**config.mk**
```make
export PLATFORM = sky130hd
export DESIGN_NAME = multi_stage_wdt
export DESIGN_NICKNAME = d
export VERILOG_FILES = /design/src/rtl/wdt_pkg.sv /design/src/rtl/wdt_regs.sv /design/src/rtl/wdt_stage_ctr.sv /design/src/rtl/wdt_fire.sv /design/src/rtl/multi_stage_wdt.sv
export SDC_FILE = /design/constraint.sdc
export NUM_CORES = 1
export LEC_CHECK = 0
export ABC_CLOCK_PERIOD_IN_PS = 2800
export BUFFER_PORTS_ARGS = -buffer_cell sky130_fd_sc_hd__buf_2
export CAP_MARGIN = 25
export CELL_PAD_IN_SITES_DETAIL_PLACEMENT = 0
export CELL_PAD_IN_SITES_GLOBAL_PLACEMENT = 2
export CORE_MARGIN = 4
export CORE_UTILIZATION = 31
export CTS_CLUSTER_DIAMETER = 40
export CTS_CLUSTER_SIZE = 10
export DETAILED_ROUTE_END_ITERATION = 8
export HOLD_SLACK_MARGIN = 0.08
export PLACE_DENSITY_LB_ADDON = 0.1
export SLEW_MARGIN = 20
export SYNTH_ARGS = -nofsm -noshare
export SYNTH_HDL_FRONTEND = slang
export SYNTH_HIERARCHICAL = 1
export SYNTH_SLANG_ARGS = --single-unit
```
**constraint.sdc**
```tcl
create_clock -name clk_i -period 2.8 [get_ports clk_i]
set_input_delay 0.28 -clock clk_i [delete_from_list [all_inputs] [get_ports clk_i]]
set_output_delay 0.28 -clock clk_i [all_outputs]
set_load 0.005 [all_outputs]
```
**src/rtl/wdt_pkg.sv**
```systemverilog
package wdt_pkg;
  localparam int unsigned ADDR_W = 5;
  localparam int unsigned DATA_W = 32;

  localparam logic [ADDR_W-1:0] A_CFG    = 5'h00;
  localparam logic [ADDR_W-1:0] A_WSTAT  = 5'h04;
  localparam logic [ADDR_W-1:0] A_CMD    = 5'h08;
  localparam logic [ADDR_W-1:0] A_PERIOD = 5'h0C;
  localparam logic [ADDR_W-1:0] A_TSTAT  = 5'h10;

  localparam int unsigned EXP_LSB    = 12;
  localparam int unsigned IRQ_BIT    = 30;
  localparam int unsigned START_BIT  = 0;
  localparam int unsigned STOP_BIT   = 1;
  localparam int unsigned IRQ_EN_BIT = 0;
  localparam int unsigned RST_EN_BIT = 1;

  typedef enum logic [1:0] {
    ST_IDLE = 2'd0,
    ST_RUN  = 2'd1,
    ST_FIRE = 2'd2
  } wdt_state_e;
endpackage

```
**src/rtl/wdt_regs.sv**
```systemverilog
module wdt_regs
  import wdt_pkg::*;
#(
  parameter int unsigned CNT_W        = 29,
  parameter int unsigned EXP_W        = 3,
  parameter int unsigned RESET_PERIOD = 1000
) (
  input  logic              clk_i,
  input  logic              rst_ni,
  input  logic              wr_en_i,
  input  logic [ADDR_W-1:0] wr_addr_i,
  input  logic [DATA_W-1:0] wr_data_i,
  input  logic [ADDR_W-1:0] rd_addr_i,
  output logic [DATA_W-1:0] rd_data_o,
  input  logic [EXP_W-1:0]  exp_i,
  input  logic [CNT_W-1:0]  cnt_i,
  input  logic              irq_pend_i,
  output logic              start_o,
  output logic              stop_o,
  output logic              irq_clr_o,
  output logic              irq_en_o,
  output logic              rst_en_o,
  output logic [CNT_W-1:0]  period_o
);
  logic              wr_cfg, wr_cmd, wr_per, wr_tst;
  logic              irq_en_q, rst_en_q;
  logic [CNT_W-1:0]  period_q;
  logic              data_unused;

  assign wr_cfg = wr_en_i && (wr_addr_i == A_CFG);
  assign wr_cmd = wr_en_i && (wr_addr_i == A_CMD);
  assign wr_per = wr_en_i && (wr_addr_i == A_PERIOD);
  assign wr_tst = wr_en_i && (wr_addr_i == A_TSTAT);

  assign start_o   = wr_cmd && wr_data_i[START_BIT];
  assign stop_o    = wr_cmd && wr_data_i[STOP_BIT];
  assign irq_clr_o = wr_tst && wr_data_i[IRQ_BIT];
  assign data_unused = ^wr_data_i;

  always_ff @(posedge clk_i or negedge rst_ni) begin
    if (!rst_ni) begin
      irq_en_q <= 1'b0;
      rst_en_q <= 1'b0;
      period_q <= CNT_W'(RESET_PERIOD);
    end else begin
      if (wr_cfg) begin
        irq_en_q <= wr_data_i[IRQ_EN_BIT];
        rst_en_q <= wr_data_i[RST_EN_BIT];
      end
      if (wr_per) period_q <= wr_data_i[CNT_W-1:0];
    end
  end

  assign irq_en_o = irq_en_q;
  assign rst_en_o = rst_en_q;
  assign period_o = period_q;

  always_comb begin
    rd_data_o = '0;
    case (rd_addr_i)
      A_CFG: begin
        rd_data_o[IRQ_EN_BIT] = irq_en_q;
        rd_data_o[RST_EN_BIT] = rst_en_q;
      end
      A_WSTAT:  rd_data_o[EXP_LSB +: EXP_W] = exp_i;
      A_PERIOD: rd_data_o[CNT_W-1:0] = period_q;
      A_TSTAT: begin
        rd_data_o[CNT_W-1:0] = cnt_i;
        rd_data_o[IRQ_BIT]   = irq_pend_i;
      end
      default: rd_data_o = '0;
    endcase
  end
endmodule

```
**src/rtl/wdt_stage_ctr.sv**
```systemverilog
module wdt_stage_ctr #(
  parameter int unsigned CNT_W  = 29,
  parameter int unsigned STAGES = 5,
  parameter int unsigned EXP_W  = 3
) (
  input  logic             clk_i,
  input  logic             rst_ni,
  input  logic             clr_i,
  input  logic             load_i,
  input  logic             run_i,
  input  logic             tick_i,
  input  logic [CNT_W-1:0] period_i,
  output logic [CNT_W-1:0] cnt_o,
  output logic [EXP_W-1:0] exp_o,
  output logic             expire_o,
  output logic             last_o
);
  localparam logic [EXP_W-1:0] EXP_LAST = EXP_W'(STAGES - 1);

  logic [CNT_W-1:0] cnt_q;
  logic [EXP_W-1:0] exp_q;

  // stage ends on the tick that would bring the counter to zero
  assign expire_o = run_i && tick_i && !clr_i && !load_i && (cnt_q <= CNT_W'(1));
  assign last_o   = expire_o && (exp_q == EXP_LAST);

  always_ff @(posedge clk_i or negedge rst_ni) begin
    if (!rst_ni) begin
      cnt_q <= '0;
      exp_q <= '0;
    end else if (clr_i) begin
      exp_q <= '0;
    end else if (load_i) begin
      cnt_q <= period_i;
      exp_q <= '0;
    end else if (expire_o) begin
      cnt_q <= period_i;
      exp_q <= last_o ? '0 : exp_q + EXP_W'(1);
    end else if (run_i && tick_i) begin
      cnt_q <= cnt_q - CNT_W'(1);
    end
  end

  assign cnt_o = cnt_q;
  assign exp_o = exp_q;
endmodule

```
**src/rtl/wdt_fire.sv**
```systemverilog
module wdt_fire
  import wdt_pkg::*;
#(
  parameter int unsigned PULSE_CYC = 16
) (
  input  logic clk_i,
  input  logic rst_ni,
  input  logic start_i,
  input  logic stop_i,
  input  logic last_i,
  input  logic expire_i,
  input  logic rst_en_i,
  input  logic irq_en_i,
  input  logic irq_clr_i,
  output logic run_o,
  output logic fire_o,
  output logic sys_rst_o,
  output logic irq_o
);
  wdt_state_e state_q, state_d;
  logic       pulse_done, enter_fire;
  logic       rst_q, irq_q;

  always_comb begin
    state_d = state_q;
    case (state_q)
      ST_IDLE: if (start_i && !stop_i) state_d = ST_RUN;
      ST_RUN: begin
        if (stop_i)      state_d = ST_IDLE;
        else if (last_i) state_d = rst_en_i ? ST_FIRE : ST_IDLE;
      end
      ST_FIRE: if (pulse_done) state_d = ST_IDLE;
      default: state_d = ST_IDLE;
    endcase
  end

  assign enter_fire = (state_q != ST_FIRE) && (state_d == ST_FIRE);

  if (PULSE_CYC > 1) begin : g_pulse_cnt
    localparam int unsigned PW = $clog2(PULSE_CYC);
    logic [PW-1:0] pcnt_q;
    always_ff @(posedge clk_i or negedge rst_ni) begin
      if (!rst_ni)                                    pcnt_q <= '0;
      else if (enter_fire)                            pcnt_q <= PW'(PULSE_CYC - 1);
      else if (state_q == ST_FIRE && pcnt_q != '0)    pcnt_q <= pcnt_q - PW'(1);
    end
    assign pulse_done = (pcnt_q == '0);
  end else begin : g_pulse_one
    assign pulse_done = 1'b1;
  end

  always_ff @(posedge clk_i or negedge rst_ni) begin
    if (!rst_ni) begin
      state_q <= ST_IDLE;
      rst_q   <= 1'b0;
      irq_q   <= 1'b0;
    end else begin
      state_q <= state_d;
      rst_q   <= (state_d == ST_FIRE);
      if (expire_i && irq_en_i) irq_q <= 1'b1;
      else if (irq_clr_i)       irq_q <= 1'b0;
    end
  end

  assign run_o     = (state_q == ST_RUN);
  assign fire_o    = (state_q == ST_FIRE);
  assign sys_rst_o = rst_q;
  assign irq_o     = irq_q;
endmodule

```
**src/rtl/multi_stage_wdt.sv**
```systemverilog
module multi_stage_wdt
  import wdt_pkg::*;
#(
  parameter int unsigned CNT_W        = 29,
  parameter int unsigned STAGES       = 5,
  parameter int unsigned PULSE_CYC    = 16,
  parameter int unsigned RESET_PERIOD = 1000
) (
  input  logic              clk_i,
  input  logic              rst_ni,
  input  logic              tick_i,
  input  logic              ping_i,
  input  logic              wr_en_i,
  input  logic [ADDR_W-1:0] wr_addr_i,
  input  logic [DATA_W-1:0] wr_data_i,
  input  logic [ADDR_W-1:0] rd_addr_i,
  output logic [DATA_W-1:0] rd_data_o,
  output logic              irq_o,
  output logic              sys_rst_o
);
  localparam int unsigned EXP_W = $clog2(STAGES);

  logic             start, stop, irq_clr, irq_en, rst_en;
  logic [CNT_W-1:0] period, cnt;
  logic [EXP_W-1:0] exp_cnt;
  logic             run, fire, load, clr, expire, last;

  assign clr  = stop && !fire;
  assign load = !fire && !stop && (start || (ping_i && run));

  wdt_regs #(
    .CNT_W(CNT_W), .EXP_W(EXP_W), .RESET_PERIOD(RESET_PERIOD)
  ) u_regs (
    .clk_i(clk_i), .rst_ni(rst_ni),
    .wr_en_i(wr_en_i), .wr_addr_i(wr_addr_i), .wr_data_i(wr_data_i),
    .rd_addr_i(rd_addr_i), .rd_data_o(rd_data_o),
    .exp_i(exp_cnt), .cnt_i(cnt), .irq_pend_i(irq_o),
    .start_o(start), .stop_o(stop), .irq_clr_o(irq_clr),
    .irq_en_o(irq_en), .rst_en_o(rst_en), .period_o(period)
  );

  wdt_stage_ctr #(
    .CNT_W(CNT_W), .STAGES(STAGES), .EXP_W(EXP_W)
  ) u_ctr (
    .clk_i(clk_i), .rst_ni(rst_ni),
    .clr_i(clr), .load_i(load), .run_i(run), .tick_i(tick_i),
    .period_i(period), .cnt_o(cnt), .exp_o(exp_cnt),
    .expire_o(expire), .last_o(last)
  );

  wdt_fire #(
    .PULSE_CYC(PULSE_CYC)
  ) u_fire (
    .clk_i(clk_i), .rst_ni(rst_ni),
    .start_i(start), .stop_i(stop), .last_i(last), .expire_i(expire),
    .rst_en_i(rst_en), .irq_en_i(irq_en), .irq_clr_i(irq_clr),
    .run_o(run), .fire_o(fire), .sys_rst_o(sys_rst_o), .irq_o(irq_o)
  );
endmodule

```
; ---- After elaboration in Yosys (flattened, before gate mapping)
; Cells that the tools add are included.
[classes]
n_addsub = 3
magnitude_cmp = 1
n_eq_ne = 11
mux = 22
bitwise_logic = 1
reduce_logical = 35
[op_table]
columns = cell, count
row1 = $mux W29, 3
row2 = $le A29 B1 Y1 const B, 1
row3 = $sub A29 B1 Y29 const B, 1
row4 = $pmux W14 S2, 1
row5 = $logic_and A1 B1 Y1, 20
row6 = $pmux W10 S2, 1
row7 = $eq A5 B4 Y1 const B, 3
row8 = $mux W3, 4
row9 = $pmux W2 S3, 2
row10 = $eq A5 B5 Y1 const B, 2
row11 = $logic_not A5 Y1, 2
row12 = $mux W2, 5
row13 = $pmux W3 S3, 1
row14 = $mux W4, 2
row15 = $reduce_bool A3 Y1, 2
row16 = $eq A5 B3 Y1 const B, 1
row17 = $eq A2 B2 Y1 const B, 2
row18 = $logic_not A1 Y1, 4
row19 = $logic_not A4 Y1, 1
row20 = $reduce_bool A2 Y1, 2
row21 = $reduce_bool A4 Y1, 1
row22 = $sub A4 B1 Y4 const B, 1
row23 = $add A3 B1 Y3 const B, 1
row24 = $eq A3 B3 Y1 const B, 1
row25 = 7 further kinds, 9
[word_totals]
regBits = 71
inputBits = 47
out_inout_bits = 34
wordCells = 82

; ---- Longest topological paths before layout
; Gate-level depths: netlist (run 1).
[depth]
ltp_word = 16
mapped_depth = 14
ltp_nobuf = 12

; ---- By module
; The synthesis (run 1) kept the hierarchy.
[by_module_without_submodules]
columns = mod, n_inst, cells_each, area_each_um2, seq_area_each_um2
row1 = wdt_stage_ctr, 1, 270, 2220.9, 800.8
row2 = wdt_regs, 1, 122, 1660.3, 783.3
row3 = wdt_fire, 1, 39, 375.4, 200.2
row4 = multi_stage_wdt, 1, 3, 25.0, 0.0

; ---- Worst setup path before layout (run 1)
; OpenSTA, ideal clock, no wires.
[synth_timing]
kind = input -> register
from = input port wr_addr_i[4]
to = register u_ctr.cnt_q[13], in the netlist u_ctr/cnt_o[13]
setup_time_ns = 0.126
arrival_ns = 2.723
t_required_ns = 2.674
slack_ns = -0.050
path_stages = 12
path_buffers = 2
cell_sequence = nand3b_1 > nor4_1 > and2_1 > a21oi_2 > nor3_2 > clkbuf_1 > nor2_1 > and3_1 > a41oi_1 > clkbuf_1 > o21ai_0 > a311o_1
[synth_between]
word_cells_on_any_way = 19
classes_between = 1 x eq/ne / 2 x mux / 1 x bitwise / 15 x reduce/logical
[synth_rtl]
columns = element, line_no
row1 = from (decl), multi_stage_wdt.sv:14  ; input logic [ADDR_W-1:0] wr_addr_i,
row2 = $eq A5 B4 Y1 *, wdt_regs.sv:31  ; assign wr_cmd = wr_en_i && (wr_addr_i == A_CMD);
row3 = $logic_and A1 B1 Y1 *, wdt_regs.sv:31
row4 = $logic_and A1 B1 Y1 *, wdt_regs.sv:35  ; assign start_o = wr_cmd && wr_data_i[START_BIT];
row5 = via start, multi_stage_wdt.sv:23  ; logic start, stop, irq_clr, irq_en, rst_en;
row6 = $logic_or A1 B1 Y1 *, multi_stage_wdt.sv:29  ; assign load = !fire && !stop && (start || (ping_i && run));
row7 = $logic_and A1 B1 Y1 *, multi_stage_wdt.sv:29
row8 = via load, multi_stage_wdt.sv:26  ; logic run, fire, load, clr, expire, last;
row9 = $logic_not A1 Y1, wdt_stage_ctr.sv:24  ; assign expire_o = run_i && tick_i && !clr_i && !load_i && (cnt_q <= CNT_W'(1));
row10 = $logic_and A1 B1 Y1 (2 in a row), wdt_stage_ctr.sv:24
row11 = $reduce_bool A3 Y1 (no line) / $mux W29 (equally long branches), -
row12 = $reduce_and A2 Y1 (no line) / $mux W29 (equally long branches), -
row13 = to (signal assigned), wdt_stage_ctr.sv:34  ; cnt_q <= period_i;
row14 = to (signal assigned), wdt_stage_ctr.sv:37  ; cnt_q <= period_i;
row15 = to (signal assigned), wdt_stage_ctr.sv:40  ; cnt_q <= cnt_q - CNT_W'(1);
row16 = to (decl), wdt_stage_ctr.sv:20  ; logic [CNT_W-1:0] cnt_q;
; Mark *: on every way through the listed nets, which the timed path passes. The rest lies on a longest branch.
; A chain may end at the register's enable or synchronous reset.

; ---- Worst setup path after layout (run 1)
[layout_timing]
from = register u_ctr.cnt_q[18], in the netlist u_ctr/cnt_o[18]
to = register u_ctr.cnt_q[27], in the netlist u_ctr/cnt_o[27]
[layout_between]
elab_chain_len = 4
word_cells_on_any_way = 8
classes_between = 1 x add/sub / 1 x order compare / 3 x mux / 3 x reduce/logical
[layout_rtl]
columns = element, line_no
row1 = $sub A29 B1 Y29 / $le A29 B1 Y1 (equally long branches), "wdt_stage_ctr.sv:40, wdt_stage_ctr.sv:24"
row2 = $mux W29 / $logic_and A1 B1 Y1 (equally long branches), "wdt_stage_ctr.sv:39, wdt_stage_ctr.sv:24"
row3 = $mux W29 / $reduce_bool A3 Y1 (equally long branches), -
row4 = $mux W29 / $reduce_and A2 Y1 (equally long branches), -
; Parallel ways exist; a longest one is shown, timed or not. The select of a mux whose other input is x is not followed.

==> summary.md, run 1 <==
| Metric | Value |
|---|---|
| Status | complete, no violations |
| I/O Buffers | 76 |
| Final Core Density | 0.4039 |
| R2r startpoint | u_ctr/cnt_o[18] |
| RR Endpoint | u_ctr/cnt_o[27] |
| CTS Root Cell | clkbuf_16 |
| Fillers | 1379 |
| Main combinational cell family by area after synthesis | simple AND/OR/NAND/NOR gates |
| Worst skew pair latency | 0.35 ns |
| # IOs | 81 |
| Max frequency | 0.3776 GHz |
| Final WS setup | 0.1518 ns |
| Reg2Reg Setup Slack | 0.15 ns |
| Final instance area | 5413 µm² |
| Worst-Margin Slew | 0.6961 ns |
| RSZ-0062 raised after global routing | false |
| Crit-path slowest cell | or4_1 |
| Netlist Area Pre-Place | 4282 µm² |
| Slew Limit Headroom | 0.5360 |
| Post-synthesis sequential area ratio | 0.4167 |
| Initial antenna violation count | 0 |
| TritonCTS Buffers | 9 |
| Synth cell types | 60 |
| Gate Count Post-Synth | 434 |
| Detailed-route vias per instance | 5.304 |
| Max stage delay on crit path | 0.60 ns |
| Worst Path Arrival | 2.88 ns |
| Die Footprint | 15760 µm² |
| Mux contribution to synthesized area | 0.1277 |
| Vias | 3755 |
| Die Ht | 125.5 µm |
| Post-synth ARST share | 1.000 |
| Core box area | 13400 µm² |
| Deepest clock path buffer count | 2 |
| Critical-path maximum fanout | 8 |
| Critical path endpoint | u_ctr/cnt_o[27] |
| Total global routing track utilization | 0.1615 |
| Largest net degree at the start of global routing | 72 |
| H-tree levels | 3 |
| Residual DRC | 0 |
| EDFF count, synth | 0 |
| Dpl ws | 0.1164 ns |
| Simple-Gate Fraction of Synth Area | 0.2040 |
| Cell Pwr Density | 653.5 nW/µm² |
| CTS tree | done |
| Max-Cap Viols | 0 |
| R2r worst-path depth | 7 |
| Top FF cell, synth | dfrtp_1 |
| TritonRoute pass-1 iters | 4 |
| Final wirelength | 12.36 mm |
| Critical path origin | u_ctr/cnt_o[18] |
| VDD IR-drop max | 0.2784 mV |
| Crit path kind | reg2reg |
| Post-route ant nets | 0 |
| Final clock skew | 0.007260 ns |
| Yosys Warn Count | 6 |
| Initial DRC count | 180 |
| Fin crit period | 2.648 ns |
| Final Hold Viols | 0 |
| Crit path launch type | flip-flop |
| Post-route clock period utilization | 0.9458 |
| Largest area contributor in the netlist | dfrtp_1 |
| Post-synthesis adder-cell area fraction | 0.01461 |
| Worst path bufs/invs | 2 |
| Critical-path cell list | or4_1 > nor4_2 > buf_4 > a41o_1 > buf_4 > nor4_1 > a311o_1 |
| Synth top area cells | dfrtp_1, mux2_2, a22o_1, mux2i_1, dfstp_2 |
| Count leader, synth | dfrtp_1 |
| Number of diodes | 0 |
| Register bit count reported by yosys | 71 |
| Hpwl dp | 8.761 mm |
| Worst hold-check path type | in2reg |
| Number of nets at the end of the flow | 579 |
| Most instantiated cells after synthesis | dfrtp_1, nand2_1, a22o_1, nand3_1 |
| Syn_area_per_cell | 9.865 µm² |
| Most used cell, CP | buf_4 |
| Critical path capture point type | flip-flop |
| Placer Congestion | 0.7761 |
| Gr ovfl total | 0 |
| Share of layout cells above drive strength 1 | 0.3346 |
| Synth top area share | 0.3799 |
| Die width | 125.5 µm |
| Initial Util | 0.3195 |
| CP Depth | 7 |
| Postcts setup bufs | 0 |
| XOR/XNOR share of the synthesized area | 0 |
| Clk slew on worst S/H paths | 0.06 ns |
| # setup viols final | 0 |
| Area growth syn-to-layout | 26.42% |
| WP data required | 3.03 ns |
| Fin Hold WS | 0.1606 ns |
| Rows | 42 |
| Fin Setup TNS | 0 ns |
| Slew Limit Fails | 0 |
| Compound-Gate Fraction of Synth Area | 0.1835 |
| Resize count post-CTS | 0 |
| First-pass GRT wire length | 20.42 mm |
| CP top delay family | simple AND/OR/NAND/NOR gates |
| Dpl cell area | 5089 µm² |
| Per-cell routed wire length | 17.45 µm |
| CTS Sinks | 71 |
| Leak Pwr | 0.002471 µW |
| Via count of the first global-routing pass | 3831 |
==> final cells by class <==
class                   instances  area (µm²)  share of cell area
well taps                     176       220.2             0.04068
clock inverters                 3       40.04            0.007397
repair buffers                114       737.0              0.1362
flip-flops and latches         71        1784              0.3296
clock buffers                  13       270.3             0.04993
inverters                      17       63.81             0.01179
multi-input cells             314        2297              0.4244
==> stage by stage <==
step	instances	total power, µW
floorplan	435	1971
global placement	691	2333
detailed placement	691	2351
CTS	707	3586
global route	708	3757
finish	708	3537
==> layer usage <==
layer	vias up	part of all wire	global-route usage	wire [µm]
met2	79	0.46	0.2533	5634
met3	9	0.046	0.04733	574
met1	1837	0.49	0.2166	6006
li1	1830	-	-	-
met4	0	0.011	0.04719	142
met5	-	0	0	0
==> report_power, final <==
group | switching [µW] | internal, µW
sequential | 210 | 1250
combinational | 433 | 436
clock | 451 | 760
==> worst register-to-register path, delay by kind of cell (launching register included) <==
kind / cells / cell delay, ns
buffers and inverters: 2 / 0.41
and+or+nand+nor: 3 / 0.95
AOI/OAI and AO/OA: 2 / 0.77
DFF: 1 / 0.40
==> cells by family (layout without fill, tap and decap cells) <==
group / Yosys count / count (layout)
other: 1 / 2
AND/OR/NAND/NOR: 156 / 156
multiplexers: 47 / 47
AO/OA/AOI/OAI: 104 / 104
buffers and inverters: 50 / 147
adder cells (fa/ha/maj): 5 / 5
flip-flops: 71 / 71
==> worst min path at each step <==
stage | start | endpoint | slack, ns | cells after the start
after floorplan | rst_ni | u_ctr/cnt_o[0] | -0.02 | 0
after global placement | u_fire/state_q[1] | u_fire/state_q[0] | 0.48 | 1
after detailed placement | u_fire/state_q[1] | u_fire/state_q[0] | 0.49 | 1
after CTS | rst_ni | u_ctr/cnt_o[23] | 0.14 | 1
after global routing | wr_data_i[15] | u_regs/period_o[15] | 0.15 | 2
final | wr_data_i[26] | u_regs/period_o[26] | 0.16 | 2
==> timing repair <==
item                                    in CTS  in global routing
hold buffers                                 0                  1
endpoints found under the setup margin       0                  0
hold endpoints to repair                     0                 65
==> cell usage in the layout, fill, tap and decap left out, drive strengths merged, types with 4 or more instances in the layout <==
cell / count
inv: 17
buf: 113
or3: 6
and3: 5
o2bb2ai: 5
nor4: 18
or4: 12
nand4: 6
a22oi: 5
nand3: 24
a22o: 24
a21oi: 13
nor3: 10
ha: 5
a2bb2oi: 7
clkbuf: 13
mux2i: 16
nand2: 37
o21ai: 21
nor2: 14
mux2: 31
dfrtp: 65
o311ai: 4
a311o: 6
dfstp: 6
nand2b: 4
==> sequential cells by signal, indices dropped and copies added, names as in the netlist <==
| signal | count |
|---|---|
| u_regs/rst_en_o | 1 |
| u_ctr/cnt_o | 29 |
| u_regs/period_o | 29 |
| u_fire/sys_rst_o | 1 |
| u_fire/g_pulse_cnt.pcnt_q | 4 |
| u_ctr/exp_o | 3 |
| u_fire/irq_o | 1 |
| u_regs/irq_en_o | 1 |
| u_fire/state_q | 2 |
(Power assumes the default switching activity.)
==> inputs of run 2 (changes only) <==
--- a/config.mk
+++ b/config.mk
@@ -10,9 +10,9 @@
 export CAP_MARGIN = 25
 export CELL_PAD_IN_SITES_DETAIL_PLACEMENT = 0
 export CELL_PAD_IN_SITES_GLOBAL_PLACEMENT = 2
-export CORE_MARGIN = 4
+export CORE_MARGIN = 8
 export CORE_UTILIZATION = 31
-export CTS_CLUSTER_DIAMETER = 40
+export CTS_CLUSTER_DIAMETER = 150
 export CTS_CLUSTER_SIZE = 10
 export DETAILED_ROUTE_END_ITERATION = 8
 export HOLD_SLACK_MARGIN = 0.08
==> summary.md, run 2 (synthesized netlist as in run 1, its figures left out) <==
| Metric | Value |
|---|---|
| Initial DRC count | 229 (+27%) |
| Final clock skew | 0.009242 ns (+0.001982 ns) |
| # IOs | 81 (unchanged) |
| CTS tree | done |
| Final instance area | 5395 µm² (-0.32%) |
| Fillers | 1447 (+4.9%) |
| Crit-path slowest cell | or3b_2 |
| First-pass GRT wire length | 22.29 mm (+9.2%) |
| Clk slew on worst S/H paths | 0.06 ns (about the same) |
| Largest net degree at the start of global routing | 72 (unchanged) |
| Max frequency | 0.3813 GHz (+0.98%) |
| Number of diodes | 0 (unchanged) |
| Fin crit period | 2.622 ns (-0.02582 ns) |
| Met3 Usage GRT | 0.03163 (-0.01571) |
| Initial Util | 0.3133 (-0.006202) |
| Total Power | 3410 µW (-3.6%) |
| Most common cell after layout, fill and taps aside | buf_2 |
| Crit path kind | reg2reg |
| TritonRoute pass-1 iters | 5 (+1) |
| Postcts setup bufs | 0 (unchanged) |
| Reg2Reg Setup Slack | 0.18 ns (+0.03 ns) |
| Die width | 133.5 µm (+6.4%) |
| Critical path capture point type | flip-flop |
| Max stage delay on crit path | 0.48 ns (-0.12 ns) |
| Leak Pwr | 0.002466 µW (-0.19%) |
| Final Hold Viols | 0 (unchanged) |
| RSZ-0062 raised after global routing | false |
| Share of layout cells above drive strength 1 | 0.3401 (+0.005524) |
| Hpwl dp | 9.714 mm (+11%) |
| H-tree levels | 3 (unchanged) |
| WP data required | 3.08 ns (+0.05 ns) |
| Deepest clock path buffer count | 2 (unchanged) |
| Detailed-route vias per instance | 5.331 (+0.52%) |
| Total global routing track utilization | 0.1588 (-0.002736) |
| Crit path launch type | flip-flop |
| Dpl cell area | 5121 µm² (+0.64%) |
| Vias | 3844 (+2.4%) |
| Area growth syn-to-layout | 26.01% |
| Initial antenna violation count | 0 (unchanged) |
| Worst-Margin Slew | 0.5114 ns (-0.1847 ns) |
| Critical-path maximum fanout | 4 (-4) |
| Max-Cap Viols | 0 (unchanged) |
| Slew Limit Fails | 0 (unchanged) |
| Slew Limit Headroom | 0.6591 (+0.1231) |
| Final wirelength | 13.46 mm (+8.9%) |
| Via count of the first global-routing pass | 4069 (+6.2%) |
| Die Ht | 133.5 µm (+6.4%) |
| Placer Congestion | 0.7892 (+1.7%) |
| Most used cell, CP | or4_1 |
| TritonCTS Buffers | 9 (unchanged) |
| # setup viols final | 0 (unchanged) |
| Post-route ant nets | 0 (unchanged) |
| Per-cell routed wire length | 18.66 µm (+6.9%) |
| Worst hold-check path type | in2reg |
| Fin Hold WS | 0.1614 ns (+0.0008170 ns) |
| CTS Root Cell | clkbuf_16 |
| Global-route layer with the greatest usage | met2 |
| M2 GR Usage | 0.2452 (-0.008121) |
| Cell Pwr Density | 632.0 nW/µm² (-3.3%) |
| Most frequent cells in the layout | buf_2, dfrtp_1, buf_4 |
| Critical-path cell list | inv_1 > ha_1 > or3b_2 > or4_1 > or4_1 > or4_1 > nand3_1 |
| Final Core Density | 0.3948 (-0.009123) |
| Worst Path Arrival | 2.90 ns (+0.02 ns) |
| Gr ovfl total | 0 (unchanged) |
| CP top delay family | simple AND/OR/NAND/NOR gates |
| CTS Sinks | 71 (unchanged) |
| Grt met1 use | 0.2114 (-0.005260) |
| Worst skew pair latency | 0.35 ns (about the same) |
| Fin Setup TNS | 0 ns (unchanged) |
| Number of nets at the end of the flow | 588 (+1.6%) |
| I/O Buffers | 76 (unchanged) |
| Core box area | 13670 µm² (+2.0%) |
| Status | complete, no violations |
| VDD IR-drop max | 0.2946 mV (+5.8%) |
| Residual DRC | 0 (unchanged) |
| Rows | 43 (+2.4%) |
| Post-route clock period utilization | 0.9366 (-0.009221) |
| Die Footprint | 17830 µm² (+13%) |
| Worst path bufs/invs | 1 (-1) |
## run 2: changes by cell type in the layout (fill, tap and decap cells not counted), sizes merged
cell	previous run	this run
buf	113	122
bufinv	1	0
clkbuf	13	15
clkinv	2	1
## run 2: area by class of cell
class,instances,area (µm²),share of cell area
multi-input combinational,314,2298,0.4260
sequential,71,1784,0.3307
timing repair buffer,123,760.7,0.1410
clock buffer,15,257.7,0.04777
tap,180,225.2,0.04174
inverter,17,63.81,0.01183
clock inverter,1,5.005,0.0009276
## run 2: where the power goes
part           switching, µW  internal (µW)  total, µW
logic                    463            443        906
registers                193           1250       1440
clock network            439            625       1060
total                   1100           2310       3410
## run 2: routing by layer
metal,up-vias,part of all wire
met2,78,0.47
met5,-,0
met1,1898,0.47
met3,14,0.046
met4,0,0.016
li1,1854,-
## run 2: through the flow
step / std cells / setup slack [ns]
2_1_floorplan: 435 / 0.09839
3_3_place_gp: 704 / 0.1454
3_5_place_dp: 704 / 0.05335
4_1_cts: 721 / 0.1369
5_1_grt: 721 / 0.04465
6_report: 721 / 0.1776
## run 2: what timing repair did
item / in CTS / in global routing
resized for setup: 0 / 1
hold buffers: 1 / 0
hold endpoints to repair: 65 / 0
setup endpoints to repair: 0 / 1
## run 2: final timing paths
| path | startpoint | end | cells past startpoint |
|---|---|---|---|
| min in group asynchronous | rst_ni | u_regs/period_o[4] | 3 |
| setup / recovery | u_ctr/cnt_o[0] | u_ctr/cnt_o[28] | 7 |
| max in group asynchronous | rst_ni | u_regs/period_o[9] | 3 |
| hold reg to reg | u_fire/state_q[1] | u_fire/state_q[0] | 1 |
| setup reg to reg | u_ctr/cnt_o[0] | u_ctr/cnt_o[28] | 7 |
| hold / removal | wr_data_i[18] | u_regs/period_o[18] | 2 |
